===== config.mk =====
export PLATFORM = sky130hd
export DESIGN_NAME = brsk_unit
export DESIGN_NICKNAME = d
export VERILOG_FILES = /design/src/rtl/brsk_pkg.sv /design/src/rtl/brsk_cond.sv /design/src/rtl/brsk_target.sv /design/src/rtl/brsk_unit.sv
export SDC_FILE = /design/constraint.sdc
export NUM_CORES = 1
export LEC_CHECK = 0
export ABC_CLOCK_PERIOD_IN_PS = 3300
export CORE_MARGIN = 10
export CORE_UTILIZATION = 29
export DETAILED_ROUTE_END_ITERATION = 16
export DONT_BUFFER_PORTS = 1
export SETUP_SLACK_MARGIN = 0.5
export SYNTH_ARGS = -nofsm -noshare
export SYNTH_HDL_FRONTEND = slang
export SYNTH_SLANG_ARGS = --single-unit

===== constraint.sdc =====
create_clock -name clk -period 3.3 [get_ports clk]
set_input_delay 0.495 -clock clk [delete_from_list [all_inputs] [get_ports clk]]
set_output_delay 0.495 -clock clk [all_outputs]
set_load 0.05 [all_outputs]

===== src/rtl/brsk_pkg.sv =====
// Package brsk_pkg
// Holds shared operation codes, status bit positions and path selects for
// the branch/skip unit. Assumes an 8-bit status byte layout with fixed
// bit positions that the flag index decodes.
package brsk_pkg;

    typedef enum logic [2:0] {
        OP_JUMP       = 3'd0,
        OP_BRANCH     = 3'd1,
        OP_SKIP_EQ    = 3'd2,
        OP_SKIP_RBIT  = 3'd3,
        OP_SKIP_IOBIT = 3'd4
    } op_kind_e;

    typedef enum logic [1:0] {
        PATH_SEQ  = 2'd0,
        PATH_REL  = 2'd1,
        PATH_SKIP = 2'd2
    } path_e;

    localparam int FLAG_NEG = 2;
    localparam int FLAG_OVF = 3;
    localparam int FLAG_SGN = 4;

endpackage


===== src/rtl/brsk_cond.sv =====
// Module brsk_cond
// Evaluates the condition of a branch or skip and selects the PC path.
// Assumes that status bit FLAG_SGN is rebuilt from the negative and
// overflow bits, so the stored value of that bit is never used.
module brsk_cond
    import brsk_pkg::*;
#(
    parameter int DATA_W = 8,
    localparam int IDX_W = $clog2(DATA_W)
) (
    input  logic [2:0]        kind,
    input  logic [IDX_W-1:0]  flag_idx,
    input  logic              sense,
    input  logic [DATA_W-1:0] status,
    input  logic [DATA_W-1:0] reg_a,
    input  logic [DATA_W-1:0] reg_b,
    input  logic [IDX_W-1:0]  bit_idx,
    input  logic [DATA_W-1:0] io_byte,
    output logic              take,
    output path_e             path
);

    logic [DATA_W-1:0] eff_flags;

    // Build the effective flag vector, replacing the signed bit by N xor V
    for (genvar i = 0; i < DATA_W; i++) begin : g_flag
        if (i == FLAG_SGN) begin : g_sgn
            assign eff_flags[i] = status[FLAG_NEG] ^ status[FLAG_OVF];
        end else begin : g_raw
            assign eff_flags[i] = status[i];
        end
    end

    // Decide the outcome and the PC path for the presented operation kind
    always_comb begin
        take = 1'b0;
        path = PATH_SEQ;
        case (op_kind_e'(kind))
            OP_JUMP: begin
                take = 1'b1;
                path = PATH_REL;
            end
            OP_BRANCH: begin
                take = (eff_flags[flag_idx] == sense);
                path = take ? PATH_REL : PATH_SEQ;
            end
            OP_SKIP_EQ: begin
                take = (reg_a == reg_b);
                path = take ? PATH_SKIP : PATH_SEQ;
            end
            OP_SKIP_RBIT: begin
                take = (reg_a[bit_idx] == sense);
                path = take ? PATH_SKIP : PATH_SEQ;
            end
            OP_SKIP_IOBIT: begin
                take = (io_byte[bit_idx] == sense);
                path = take ? PATH_SKIP : PATH_SEQ;
            end
            default: begin
                take = 1'b0;
                path = PATH_SEQ;
            end
        endcase
    end

endmodule


===== src/rtl/brsk_target.sv =====
// Module brsk_target
// Computes the next PC and the cycle cost for a chosen path.
// Assumes that sums wrap modulo 2**PC_W. The offset is sign-extended when it
// is narrower than the PC, or truncated when it is wider; both give the
// same result modulo 2**PC_W.
module brsk_target
    import brsk_pkg::*;
#(
    parameter int PC_W  = 9,
    parameter int OFF_W = 12
) (
    input  logic [PC_W-1:0]  pc,
    input  logic [OFF_W-1:0] offset,
    input  path_e            path,
    input  logic             two_word,
    output logic [PC_W-1:0]  next_pc,
    output logic [1:0]       cycles
);

    logic [PC_W-1:0] off_ext;

    // Fit the offset to the PC width; the parameters pick the variant
    if (OFF_W >= PC_W) begin : g_trunc
        assign off_ext = offset[PC_W-1:0];
    end else begin : g_sext
        assign off_ext = {{(PC_W-OFF_W){offset[OFF_W-1]}}, offset};
    end

    // Select the PC step and cost for the path
    always_comb begin
        case (path)
            PATH_REL: begin
                next_pc = pc + off_ext + PC_W'(1);
                cycles  = 2'd2;
            end
            PATH_SKIP: begin
                next_pc = pc + (two_word ? PC_W'(3) : PC_W'(2));
                cycles  = two_word ? 2'd3 : 2'd2;
            end
            default: begin
                next_pc = pc + PC_W'(1);
                cycles  = 2'd1;
            end
        endcase
    end

endmodule


===== src/rtl/brsk_unit.sv =====
// Module brsk_unit
// Top-level branch/skip unit. It samples one operation per cycle when
// op_valid_i is high and registers the next PC, the outcome and the cost.
// Assumes operands are stable around the sampling edge. Results are held
// while no operation is presented.
module brsk_unit
    import brsk_pkg::*;
#(
    parameter int PC_W   = 9,
    parameter int OFF_W  = 12,
    parameter int DATA_W = 8
) (
    input  logic                      clk,
    input  logic                      rst_n,
    input  logic                      op_valid_i,
    input  logic [2:0]                op_kind_i,
    input  logic [PC_W-1:0]           pc_i,
    input  logic [OFF_W-1:0]          offset_i,
    input  logic [$clog2(DATA_W)-1:0] flag_idx_i,
    input  logic                      sense_i,
    input  logic [DATA_W-1:0]         status_i,
    input  logic [DATA_W-1:0]         reg_a_i,
    input  logic [DATA_W-1:0]         reg_b_i,
    input  logic [$clog2(DATA_W)-1:0] bit_idx_i,
    input  logic [DATA_W-1:0]         io_byte_i,
    input  logic                      next_two_word_i,
    output logic                      out_valid_o,
    output logic [PC_W-1:0]           next_pc_o,
    output logic                      taken_o,
    output logic [1:0]                cycles_o
);

    logic            take_c;
    path_e           path_c;
    logic [PC_W-1:0] next_pc_c;
    logic [1:0]      cycles_c;

    brsk_cond #(.DATA_W(DATA_W)) u_cond (
        .kind     (op_kind_i),
        .flag_idx (flag_idx_i),
        .sense    (sense_i),
        .status   (status_i),
        .reg_a    (reg_a_i),
        .reg_b    (reg_b_i),
        .bit_idx  (bit_idx_i),
        .io_byte  (io_byte_i),
        .take     (take_c),
        .path     (path_c)
    );

    brsk_target #(.PC_W(PC_W), .OFF_W(OFF_W)) u_target (
        .pc       (pc_i),
        .offset   (offset_i),
        .path     (path_c),
        .two_word (next_two_word_i),
        .next_pc  (next_pc_c),
        .cycles   (cycles_c)
    );

    // Register the result of an accepted operation; hold it otherwise
    always_ff @(posedge clk) begin
        if (!rst_n) begin
            out_valid_o <= 1'b0;
            next_pc_o   <= '0;
            taken_o     <= 1'b0;
            cycles_o    <= 2'd0;
        end else begin
            out_valid_o <= op_valid_i;
            if (op_valid_i) begin
                next_pc_o <= next_pc_c;
                taken_o   <= take_c;
                cycles_o  <= cycles_c;
            end
        end
    end


    valid_follow_chk: assert property (@(posedge clk) disable iff (!rst_n)
        op_valid_i |=> out_valid_o);


    idle_hold_chk: assert property (@(posedge clk) disable iff (!rst_n)
        !op_valid_i |=> (!out_valid_o && $stable(next_pc_o) && $stable(cycles_o)));


    jump_cost_chk: assert property (@(posedge clk) disable iff (!rst_n)
        (op_valid_i && op_kind_i == OP_JUMP) |=> (taken_o && cycles_o == 2'd2));


    skip_long_chk: assert property (@(posedge clk) disable iff (!rst_n)
        (op_valid_i && next_two_word_i &&
         (op_kind_i == OP_SKIP_EQ || op_kind_i == OP_SKIP_RBIT || op_kind_i == OP_SKIP_IOBIT))
        |=> (!taken_o || cycles_o == 2'd3));


    fall_through_chk: assert property (@(posedge clk) disable iff (!rst_n)
        op_valid_i |=> (taken_o || (cycles_o == 2'd1 &&
                                    next_pc_o == PC_W'($past(pc_i) + PC_W'(1)))));


    bad_kind_chk: assert property (@(posedge clk) disable iff (!rst_n)
        (op_valid_i && op_kind_i > 3'd4) |=> !taken_o);

endmodule


After elaboration in Yosys (flattened, before gate mapping). Cells that the tools add are included.

Flip-flop bits (word level): 13. Bits of input ports: 67. Output and inout bits: 13. Logic and storage cells: 38.

Add/subtract/negate cells: 4. Magnitude comparators: 2. Eq/ne operators: 10. Muxes and demuxes: 16. Bitwise operators: 1. Reductions and logical operators: 1.

Operators by type and width (number): adder 9 x 1 -> 9 bit (second input constant) (2); adder 9 bit (2); one-hot mux 9 bit (2 select lines) (1); one-hot mux 2 bit (5 select lines) (1); binary-select mux 1 bit (select 3 bit) (3); == test 8 bit (1); < comparator 3 x 4 -> 1 bit (second input constant) (2); == test 3 x 2 -> 1 bit (second input constant) (2); 2-to-1 mux 1 bit (6); 2-to-1 mux 2 bit (3); one-hot mux 1 bit (5 select lines) (1); one-hot mux 2 bit (2 select lines) (1); == test 1 bit (3); == test 3 x 1 -> 1 bit (second input constant) (1); == test 3 bit (second input constant) (1); logical NOT 3 bit (1); == test 2 x 1 -> 1 bit (second input constant) (1); == test 2 bit (second input constant) (1); bitwise XOR 1 bit (1).

Depth between registers and ports, before layout. Gate-level depths: netlist of run 1.

Depth after elaboration: 8. Depth in mapped cells: 16. Depth with buffers taken out: 16.

Cells and area by module. Synthesis of run 1 repeated with hierarchy kept, for this count alone.

Cells, all modules: 182. Area, all modules: 1591.5 sq um.

By module, submodules not included: brsk_target (instances 1, cells each 95, area each 688.2 sq um, seq. area each 0.0 sq um); brsk_unit (instances 1, cells each 41, area each 498.0 sq um, seq. area each 260.2 sq um); brsk_cond (instances 1, cells each 46, area each 405.4 sq um, seq. area each 0.0 sq um).

Worst setup path after synthesis of run 1. Ideal clock, no wire load.

Path type: input port to flip-flop. Start point: in bit_idx_i[1]. End point: reg next_pc_o[8]. Setup time: 123 ps. Arrival time: 3354 ps. Required time: 3177 ps. Path slack: -177 ps. Stages: 14. Path buffers: 0. Cells stage by stage: mux4_1 > mux2_2 > a221oi_1 > o21ai_2 > ha_1 > nand2b_1 > ha_1 > inv_1 > fa_1 > nor3b_1 > nand3_1 > xnor2_1 > a22oi_1 > a21oi_1.

Cells in the longest elaborated chain, start to end: 7. Elaborated cells between the ends (all ways): 12. Classes of those cells: eq/ne: 4; mux: 8.

Ends and longest elaborated chain: from (decl) (line brsk_unit.sv:24) `input logic [$clog2(DATA_W)-1:0] bit_idx_i,`; binary-select mux 1 bit (select 3 bit), on equally long branches (line brsk_cond.sv:56, brsk_cond.sv:52); 2-to-1 mux 1 bit, on equally long branches (line brsk_cond.sv:56, brsk_cond.sv:52); == test 1 bit, on equally long branches (line brsk_cond.sv:56, brsk_cond.sv:52); 2-to-1 mux 2 bit, on equally long branches (line brsk_cond.sv:57, brsk_cond.sv:53); one-hot mux 2 bit (5 select lines) (*) (line brsk_cond.sv:38) `case (op_kind_e'(kind))`; == test 2 bit or == test 2 x 1 -> 1 bit (tied branches) (line brsk_target.sv:31) `case (path)`; one-hot mux 9 bit (2 select lines) (*) (line brsk_target.sv:31); to (signal assigned) (line brsk_unit.sv:70) `next_pc_o <= next_pc_c;`; to (decl) (line brsk_unit.sv:28) `output logic [PC_W-1:0] next_pc_o,`.

Mark *: on every way between the ends. The rest lies on a longest branch, timed or not. The select of a mux whose other input is x is not followed. A chain may end at the register's enable or synchronous reset.

Final worst setup path of run 1.
Start point: in bit_idx_i[1]. End point: reg cycles_o[0].

Cells in the longest elaborated chain, start to end: 7. Elaborated cells between the ends (all ways): 12. Classes of those cells: eq/ne: 4; mux: 8.

Ends and longest elaborated chain: binary-select mux 1 bit (select 3 bit), on equally long branches (line brsk_cond.sv:56, brsk_cond.sv:52); 2-to-1 mux 1 bit, on equally long branches (line brsk_cond.sv:56, brsk_cond.sv:52); == test 1 bit, on equally long branches (line brsk_cond.sv:56, brsk_cond.sv:52); 2-to-1 mux 2 bit, on equally long branches (line brsk_cond.sv:57, brsk_cond.sv:53); one-hot mux 2 bit (5 select lines) (*) (line brsk_cond.sv:38); == test 2 bit or == test 2 x 1 -> 1 bit (tied branches) (line brsk_target.sv:31); one-hot mux 2 bit (2 select lines) (*) (line brsk_target.sv:31); to (signal assigned) (line brsk_unit.sv:72) `cycles_o <= cycles_c;`; to (decl) (line brsk_unit.sv:30) `output logic [1:0] cycles_o`.

Marked as above.

==> results of run 1 <==
==> through the flow <==
stage	instance area, sq um	total power [mW]	TNS (ps)	util (%)	instances
after floorplan	1470	0.369	0	-	170
after global routing	1770	0.599	0	37.0	256
after CTS	1720	0.559	0	36.0	254
after global placement	1580	0.400	-18.2	32.9	238
final	1770	0.566	0	37.0	256
after detailed placement	1580	0.402	-74.9	32.9	238
==> repair_timing <==
action,4_1_cts,5_1_grt
buffers inserted,12,2
resized for setup,2,7
endpoints found under the hold margin,0,0
pin swaps,6,4
gates cloned,0,0
setup endpoints to repair,7,10
==> layer usage <==
metal | up-vias | wire, um | track usage [%]
met5 | - | 0 | 0
met4 | 0 | 35 | 3.18
met3 | 2 | 459 | 3.82
met2 | 55 | 2000 | 16.3
met1 | 595 | 1590 | 9.53
li1 | 661 | - | -
==> how the worst min path moves through the flow <==
stage | to | cells past startpoint | slack [ps] | from
CTS | cycles_o[1] | 1 | 340 | op_valid_i
global route | next_pc_o[0] | 1 | 350 | op_valid_i
floorplan | next_pc_o[7] | 1 | 620 | rst_n
detailed placement | cycles_o[1] | 1 | 600 | op_valid_i
finish | next_pc_o[0] | 1 | 350 | op_valid_i
global placement | cycles_o[1] | 1 | 600 | op_valid_i
==> layout by cell type (no fill, tap or decap), types with 4 or more instances in the layout <==
cell type,synthesis,layout
nor2_1,18,17
buf_4,0,17
xor2_1,13,13
dfxtp_1,13,13
inv_1,10,9
ha_1,12,9
nand2_1,9,8
xnor2_1,8,7
a21oi_1,8,7
nand3_1,6,6
mux4_2,1,5
nor3_1,6,5
o21ai_1,0,4
==> report_power, final <==
part	total [mW]	switching, mW	leakage [nW]	internal, mW
Sequential	0.226	0.0556	0.108	0.170
Clock	0.141	0.0559	0.0228	0.0852
Combinational	0.199	0.0882	0.588	0.111
Total	0.566	0.200	0.719	0.367
==> logic make-up after synthesis <==
logic type	Yosys count
adders and majority gates	14
buffers and inverters	17
and+or+nand+nor	52
muxes	11
DFF	13
AOI/OAI and AO/OA	42
xor gates and xnor gates	21
==> registers in the layout, summed over array words and instances (netlist names) <==
name         flops
taken_o          1
cycles_o         2
out_valid_o      1
next_pc_o        9
==> area by class of cell <==
class	instances	share of cell area [%]
inverters	13	2.75
flip-flops and latches	13	14.7
well taps	67	4.73
repair buffers	19	8.47
clock buffers	4	2.54
multi-input cells	140	66.8
==> flow_summary.yaml, run 1 <==
setup_path:
  cp-startpoint: "bit_idx_i[1]"
  r2r_start: "next_pc_o[7]"
  slowest_stage: "mux4_2"
  slowest_delay_ps: 460
  cp_common_cell: "buf_4"
  cp_data_required_time_ps: 3420
  r2r_end: "next_pc_o[7]"
  reg2reg_slack_ps: 2220
  endpoint_kind: "flop"
  cp.buffers_inverters: 9
  crit_chain: "mux4_2 -> mux2_4 -> o221a_1 -> o21ai_2 -> ha_2 -> nand2b_1 -> buf_4 -> buf_4 -> buf_4 -> buf_4 -> buf_4 -> buf_4 -> buf_4 -> buf_4 -> buf_4 -> nand3_1 -> a21oi_1"
  crit_cells: 17
  crit_arrival_ps: 3200
  cp_top_family: "buffers and inverters"
  cp-start-kind: "input port"
  crit_end: "cycles_o[0]"
  ff2ff_path_depth: 2
  critical_path_class: "input port to flop"
  crit_fanout: 4
synth:
  synth_ff_type: "dfxtp_1"
  synth_compound_area_share_pct: 21.1
  syn-num-nets: 251
  synthSimpleGateAreaFrac_pct: 17.5
  synth.area.mux_share_pct: 13.2
  synth_seq_cells: 13
  synth_edf_count: 0
  syn_inst: 170
  synth.top_cell.area_share_pct: 18.0
  synth_fa_ha_area_share_pct: 13.1
  synth-async-reset-ratio_pct: 0
  synth_top_family_by_area: "compound AO/OA/AOI/OAI gates"
  synth_common_cells: "nor2_1 (18), dfxtp_1 (13), xor2_1 (13), ha_1 (12), inv_1 (10)"
  synth_area_sq_mm: 0.00145
  synth_area_per_cell_sq_um: 8.52
  yosys-top-cells-area: "dfxtp_1 (18%), ha_1 (10%), xor2_1 (7.9%)"
  yosys.cell_count.top_type: "nor2_1"
  yosysUniqueCellTypes: 45
  synth_warnings: 0
  synth_largest_area_cell: "dfxtp_1"
  ys_seq_area_share_pct: 18.0
  synth-xor-area-share_pct: 12.7
clock_network:
  numCtsBuffers: 3
  cts_hold_buffers: 0
  insertion_delay_ps: 240
  cts-root-buf: "clkbuf_8"
  h-tree-depth: 1
  cts.clk_slew.worst_paths_ps: 60
  cts_buffer_depth: 2
  cts_sinks: 13
  tritoncts: "done"
timing:
  hold_viol_final: 0
  finalHoldWorstSlack_ps: 347
  min_period_over_period_pct: 93.3
  setup_violations: 0
  fin_skew_ps: 0
  worstMarginPinSlew_ps: 577
  rsz0062_at_grt: "true"
  finalMaxSlewViolations: 0
  fin_ws_ps: 220
  fmax_mhz: 325
  slew_headroom_pct: 60.5
  min_period_ps: 3080
grt:
  antenna_found_initial: 0
  overflow: 0
  grt_pass1_vias: 1392
  grt_first_pass_wirelength_um: 6420
  grt_max_degree: 20
  grtUsageTotal_pct: 9.23
die:
  die_w_um: 90.7
  die_h_um: 90.7
  rows: 25
  initial_core_util_pct: 30.2
  die-area_sq_mm: 0.00822
  io_pins: 80
  core_sq_mm: 0.00479
place:
  port_buffers: 0
  dp_hpwl_um: 3430
  pre_cts_ws_ps: -50.3
  finalWeightedCongestion: 0.762
layout:
  diodes: 0
  finalNetCount: 271
  fillers: 513
  syn_to_final_growth_pct: 22.5
  regArea_sq_um: 260
  drive_gt1_share_pct: 24.9
  multi_input_area_sq_mm: 0.00118
worst_hold_path:
  hold_class: "input port to flop"
routing:
  vias: 1313
  dr.pass1.iters: 4
  wl_per_cell_um: 16.0
  drc_errors: 0
  drt-initial-drc-count: 38
  antenna_left: 0
  routed_wl_um: 4090
  viasPerCell: 5.13
power:
  power_density_mw_per_mm2: 319
  p_leak_nw: 0.719
  ir_drop_mv: 0.118
run_status:
  status: "complete, no violations"
run:
  maxCapViolCount: 0
No activity file was read; power rests on OpenSTA's default activity.
==> run 2, diff against run 1 <==
--- a/config.mk
+++ b/config.mk
@@ -6,10 +6,14 @@
 export NUM_CORES = 1
 export LEC_CHECK = 0
 export ABC_CLOCK_PERIOD_IN_PS = 3300
+export CELL_PAD_IN_SITES_DETAIL_PLACEMENT = 2
+export CELL_PAD_IN_SITES_GLOBAL_PLACEMENT = 2
 export CORE_MARGIN = 10
 export CORE_UTILIZATION = 29
+export CTS_BUF_LIST = sky130_fd_sc_hd__clkbuf_16
 export DETAILED_ROUTE_END_ITERATION = 16
 export DONT_BUFFER_PORTS = 1
+export PLACE_DENSITY_LB_ADDON = 0.1
 export SETUP_SLACK_MARGIN = 0.5
 export SYNTH_ARGS = -nofsm -noshare
 export SYNTH_HDL_FRONTEND = slang
==> flow_summary.yaml, run 2 (synthesized netlist as in run 1, its figures left out) <==
setup_path:
  crit_arrival_ps: 3280
  crit_chain: "mux4_2 -> mux2_4 -> a221oi_4 -> o21ai_2 -> ha_2 -> nand2b_1 -> ha_2 -> inv_2 -> fa_2 -> nor3b_4 -> nand3_1 -> xnor2_1 -> a22oi_1 -> a21oi_1"
  crit_fanout: 4
  endpoint_kind: "flop"
  cp_data_required_time_ps: 3420
  r2r_end: "next_pc_o[7]"
  r2r_start: "next_pc_o[7]"
  reg2reg_slack_ps: 2200
  slowest_stage: "mux4_2"
  cp-start-kind: "input port"
  critical_path_class: "input port to flop"
  ff2ff_path_depth: 2
  cp_common_cell: "ha_2"
  slowest_delay_ps: 480
power:
  power.internal_mw: 0.435
  ir_drop_mv: 0.218
  seqPwrFrac_pct: 34.7
  pwr-share-comb_pct: 30.9
  p_leak_nw: 0.702
  switching_share_pct: 33.3
  power_density_mw_per_mm2: 372
  p_sw_mw: 0.218
  clkPwrFrac_pct: 34.4
  p_total_mw: 0.653
timing:
  fmax_mhz: 316
  min_period_ps: 3160
  fin_ws_ps: 136
  hold_viol_final: 0
  fin_skew_ps: 0
  slew_headroom_pct: 56.7
  setup_violations: 0
  min_period_over_period_pct: 95.9
  rsz0062_at_grt: "true"
  finalMaxSlewViolations: 0
  worstMarginPinSlew_ps: 632
run:
  maxCapViolCount: 0
layout:
  diodes: 0
  syn_to_final_growth_pct: 21.2
  largest_reg_flops: 9
  finalNonFillerCells: 247
  final_common_cell: "nor2_1"
  top_regs: "next_pc_o: 9 flops, cycles_o: 2 flops"
  drive_gt1_share_pct: 21.1
  finalNetCount: 262
  top_register: "next_pc_o"
  final_cell_mix: "nor2_1 (17), xor2_1 (13), dfxtp_1 (13)"
routing:
  drc_errors: 0
  viasPerCell: 5.36
  drt-initial-drc-count: 39
  routed_wl_um: 5110
  antenna_left: 0
  dr.pass1.iters: 4
  vias: 1325
  wl_per_cell_um: 20.7
die:
  die-area_sq_mm: 0.00822
  rows: 25
  core_sq_mm: 0.00479
  io_pins: 80
  die_w_um: 90.7
  die_h_um: 90.7
  initial_core_util_pct: 30.2
grt:
  antenna_found_initial: 0
  grt_pass1_vias: 1531
  overflow: 0
  grt_first_pass_wirelength_um: 8050
  grt_max_degree: 20
  grtUsageTotal_pct: 12.0
place:
  port_buffers: 0
  placed_cells: 237
  finalWeightedCongestion: 0.764
  dp_hpwl_um: 4330
  pre_cts_ws_ps: -174
worst_hold_path:
  holdPathStages: 1
  hold_class: "input port to flop"
  min-delay-start: "op_valid_i"
  hold_path_end: "next_pc_o[0]"
clock_network:
  cts_buffer_depth: 2
  tritoncts: "done"
  h-tree-depth: 1
  cts-root-buf: "clkbuf_16"
  insertion_delay_ps: 240
  cts_hold_buffers: 0
  numCtsBuffers: 3
  cts.clk_slew.worst_paths_ps: 40
  cts_sinks: 13
run_status:
  status: "complete, no violations"
## run 2: metrics by stage
step | utilization (%) | hold WS, ps | TNS (ps) | cell area (sq um)
2_1_floorplan | - | 623 | 0 | 1470
3_3_place_gp | 32.8 | 595 | -209 | 1570
3_5_place_dp | 32.8 | 598 | -418 | 1570
4_1_cts | 35.3 | 343 | 0 | 1690
5_1_grt | 36.7 | 336 | -71.6 | 1750
6_report | 36.7 | 347 | 0 | 1750
## run 2: power by group through the flow
stage	combinational [mW]	clock [mW]	sequential, mW
after floorplan	0.144	0	0.225
after global placement	0.170	0	0.230
after detailed placement	0.180	0	0.230
after CTS	0.189	0.232	0.228
after global routing	0.226	0.246	0.228
final	0.202	0.225	0.226
## run 2: critical path: cells and delay by family
family | cells | cell delay [ps]
simple gates | 3 | 440
xor+xnor | 1 | 150
fa+ha+maj | 3 | 750
buf+inv | 1 | 40
compound gates | 4 | 600
mux | 2 | 790
## run 2: worst max-delay path by stage
stage | start | endpoint | cells after the start
after floorplan | bit_idx_i[1] | next_pc_o[8] | 14
after global placement | bit_idx_i[1] | next_pc_o[8] | 14
after detailed placement | bit_idx_i[1] | next_pc_o[8] | 14
after CTS | bit_idx_i[1] | next_pc_o[8] | 14
after global routing | bit_idx_i[1] | next_pc_o[8] | 14
final | bit_idx_i[1] | next_pc_o[8] | 14
## run 2: metal layers
layer	track usage (%)	up-vias	share of wire (%)
li1	-	644	-
met1	11.8	645	35
met2	23.3	36	56
met5	0	-	0
met4	0.663	0	0
met3	5.24	0	8.1
## run 2: area by class of cell
cell class                      count  area (sq um)
Tap cell                           67          83.8
Fill cell                         536          3030
Multi-Input combinational cell    140          1200
Inverter                           13          48.8
Sequential cell                    13           260
Clock buffer                        3          75.1
Timing Repair Buffer               10          78.8
Clock inverter                      1          3.75
## run 2: timing repair
item                       CTS  global route
resized for setup            2             8
setup endpoints to repair    8            10
pin swaps                    5             7
setup buffers                4             2
==> run 3, diff against run 2 <==
--- a/config.mk
+++ b/config.mk
@@ -17,4 +17,5 @@
 export SETUP_SLACK_MARGIN = 0.5
 export SYNTH_ARGS = -nofsm -noshare
 export SYNTH_HDL_FRONTEND = slang
+export SYNTH_HIERARCHICAL = 1
 export SYNTH_SLANG_ARGS = --single-unit
==> flow_summary.yaml, run 3 <==
run_status:
  status: "complete, no violations"
grt:
  grt_first_pass_wirelength_um: 8390
  grt_max_degree: 14
  antenna_found_initial: 0
  grtUsageTotal_pct: 11.7
  grt_pass1_vias: 1698
  overflow: 0
synth:
  synth_area_sq_mm: 0.00159
  synth-async-reset-ratio_pct: 0
  synth_seq_cells: 13
  synth_warnings: 6
  yosysUniqueCellTypes: 49
  yosys.cell_count.top_type: "mux2i_1"
  yosys-top-cells-area: "dfxtp_1 (16%), mux2i_1 (12%), ha_1 (9.4%)"
  synth_edf_count: 0
  synth_area_per_cell_sq_um: 8.74
  syn-num-nets: 263
  syn_inst: 182
  ys_seq_area_share_pct: 16.4
  synth_common_cells: "mux2i_1 (19), xnor2_1 (15), nor2b_1 (14), dfxtp_1 (13), ha_1 (12)"
  synth.top_cell.area_share_pct: 16.4
  synth_largest_area_cell: "dfxtp_1"
  synth_ff_type: "dfxtp_1"
die:
  initial_core_util_pct: 30.6
  rows: 26
  core_sq_mm: 0.00520
  die_h_um: 94.1
  die-area_sq_mm: 0.00885
  io_pins: 80
  die_w_um: 94.1
timing:
  setup_violations: 0
  fmax_mhz: 323
  min_period_ps: 3100
  min_period_over_period_pct: 93.9
  hold_viol_final: 0
  rsz0062_at_grt: "true"
  worstMarginPinSlew_ps: 553
  finalMaxSlewViolations: 0
  slew_headroom_pct: 63.1
  fin_skew_ps: 0
clock_network:
  h-tree-depth: 1
  numCtsBuffers: 3
  tritoncts: "done"
  cts-root-buf: "clkbuf_16"
  cts.clk_slew.worst_paths_ps: 50
  insertion_delay_ps: 240
  cts_sinks: 13
  cts_hold_buffers: 0
  cts_buffer_depth: 2
setup_path:
  crit_chain: "mux4_2 -> nor2b_4 -> a211o_1 -> nor3_2 -> inv_1 -> ha_2 -> nand2b_1 -> ha_2 -> inv_2 -> fa_2 -> nand2b_1 -> xor2_1 -> nor2_1 -> a31o_1 -> mux2i_1 -> nor2b_1"
  cp_top_family: "adder cells"
  endpoint_kind: "flop"
  cp-start-kind: "input port"
  slowest_stage: "mux4_2"
  slowest_delay_ps: 460
  crit_fanout: 4
  cp.buffers_inverters: 2
  cp_data_required_time_ps: 3430
  crit_arrival_ps: 3230
  critical_path_class: "input port to flop"
routing:
  viasPerCell: 5.40
  drc_errors: 0
  dr.pass1.iters: 4
  antenna_left: 0
  drt-initial-drc-count: 25
  routed_wl_um: 5210
  vias: 1405
  wl_per_cell_um: 20.0
layout:
  regArea_sq_um: 260
  final_cell_mix: "mux2i_1 (19), nor2b_1 (14), dfxtp_1 (13), xnor2_1 (13)"
  top_register: "next_pc_o"
  finalNonFillerCells: 260
  fillers: 595
  drive_gt1_share_pct: 18.9
  top_regs: "next_pc_o: 9 flops, cycles_o: 2 flops"
  fin_area_sq_mm: 0.00184
  final_common_cell: "mux2i_1"
  syn_to_final_growth_pct: 15.9
  diodes: 0
  largest_reg_flops: 9
  finalNetCount: 272
  multi_input_area_sq_mm: 0.00130
place:
  placed_cells: 251
  port_buffers: 0
  dp_hpwl_um: 4470
  post_dp_cell_area_sq_mm: 0.00167
  finalWeightedCongestion: 0.707
run:
  maxCapViolCount: 0
worst_hold_path:
  hold_class: "input port to flop"
power:
  p_leak_nw: 0.771
  ir_drop_mv: 0.143
  power_density_mw_per_mm2: 361
run 3: cell types whose count changed in the layout (fill, tap and decap cells not counted), moves of 3 or more:
cell / before / now
mux2i_1: 3 / 19
nor3_1: 5 / 1
xnor2_1: 7 / 13
nor2b_1: 2 / 14
xor2_1: 13 / 5
nand4_1: 0 / 3
nor2_1: 17 / 9
and3_1: 0 / 3
o21ai_1: 4 / 1
nand2b_1: 1 / 5
run 3: cell families (layout without fill, tap and decap cells):
kind of cell	Yosys count	after routing	share of synthesized area [%]
AND/OR/NAND/NOR	67	67	25.0
AO/OA/AOI/OAI	28	28	12.0
multiplexers	23	23	17.6
XOR/XNOR	20	20	11.0
buffers and inverters	17	25	6.05
adder cells (fa/ha/maj)	14	14	11.9
flip-flops	13	13	16.4
run 3: what timing repair did:
action | CTS | global route
pin swaps | 7 | 5
setup endpoints to repair | 8 | 8
buffers inserted | 3 | 2
resized for setup | 7 | 5
run 3: cell type report:
class	instances	share of cell area, %
inverter	11	2.24
clock buffer	3	4.07
clock inverter	1	0.271
timing repair buffer	10	4.07
multi-input combinational	152	70.5
sequential	13	14.1
tap	70	4.75
run 3: worst register-to-register path: stages (launching register included):
cell and delay (ps):
dfxtp_1 650, mux2i_1 150, nor2b_1 140
run 3: power breakdown:
part	internal [mW]	leakage [nW]	switching, mW	total, mW
registers	0.171	0.107	0.0588	0.230
logic	0.108	0.622	0.0944	0.203
clock network	0.162	0.0409	0.0714	0.233
total	0.441	0.771	0.225	0.666
run 3: per-layer routing:
metal,GRT usage (%),part of all wire [%],vias to the layer above,routed length (um)
li1,-,-,667,-
met1,11.0,35,667,1810
met2,22.0,52,63,2690
met3,6.08,13,8,654
met4,2.41,1.1,0,57
met5,0,0,-,0
run 3: metrics by stage:
stage               setup slack [ps]  hold slack [ps]  utilization [%]  total power, mW  setup TNS, ps
CTS                              180              381             34.7            0.670              0
floorplan                        153              623                -            0.385              0
finish                           200              383             35.4            0.666              0
global placement               -32.5              625             32.0            0.412          -32.5
global route                    7.97              382             35.4            0.712              0
detailed placement             -81.3              632             32.0            0.423           -201
run 3: final timing paths:
path | from | end | slack, ps | depth (start not counted)
max | flag_idx_i[0] | next_pc_o[6] | 200 | 16
min | rst_n | next_pc_o[8] | 380 | 1
max reg2reg | next_pc_o[4] | next_pc_o[4] | 2300 | 2
min reg2reg | cycles_o[1] | cycles_o[1] | 780 | 2
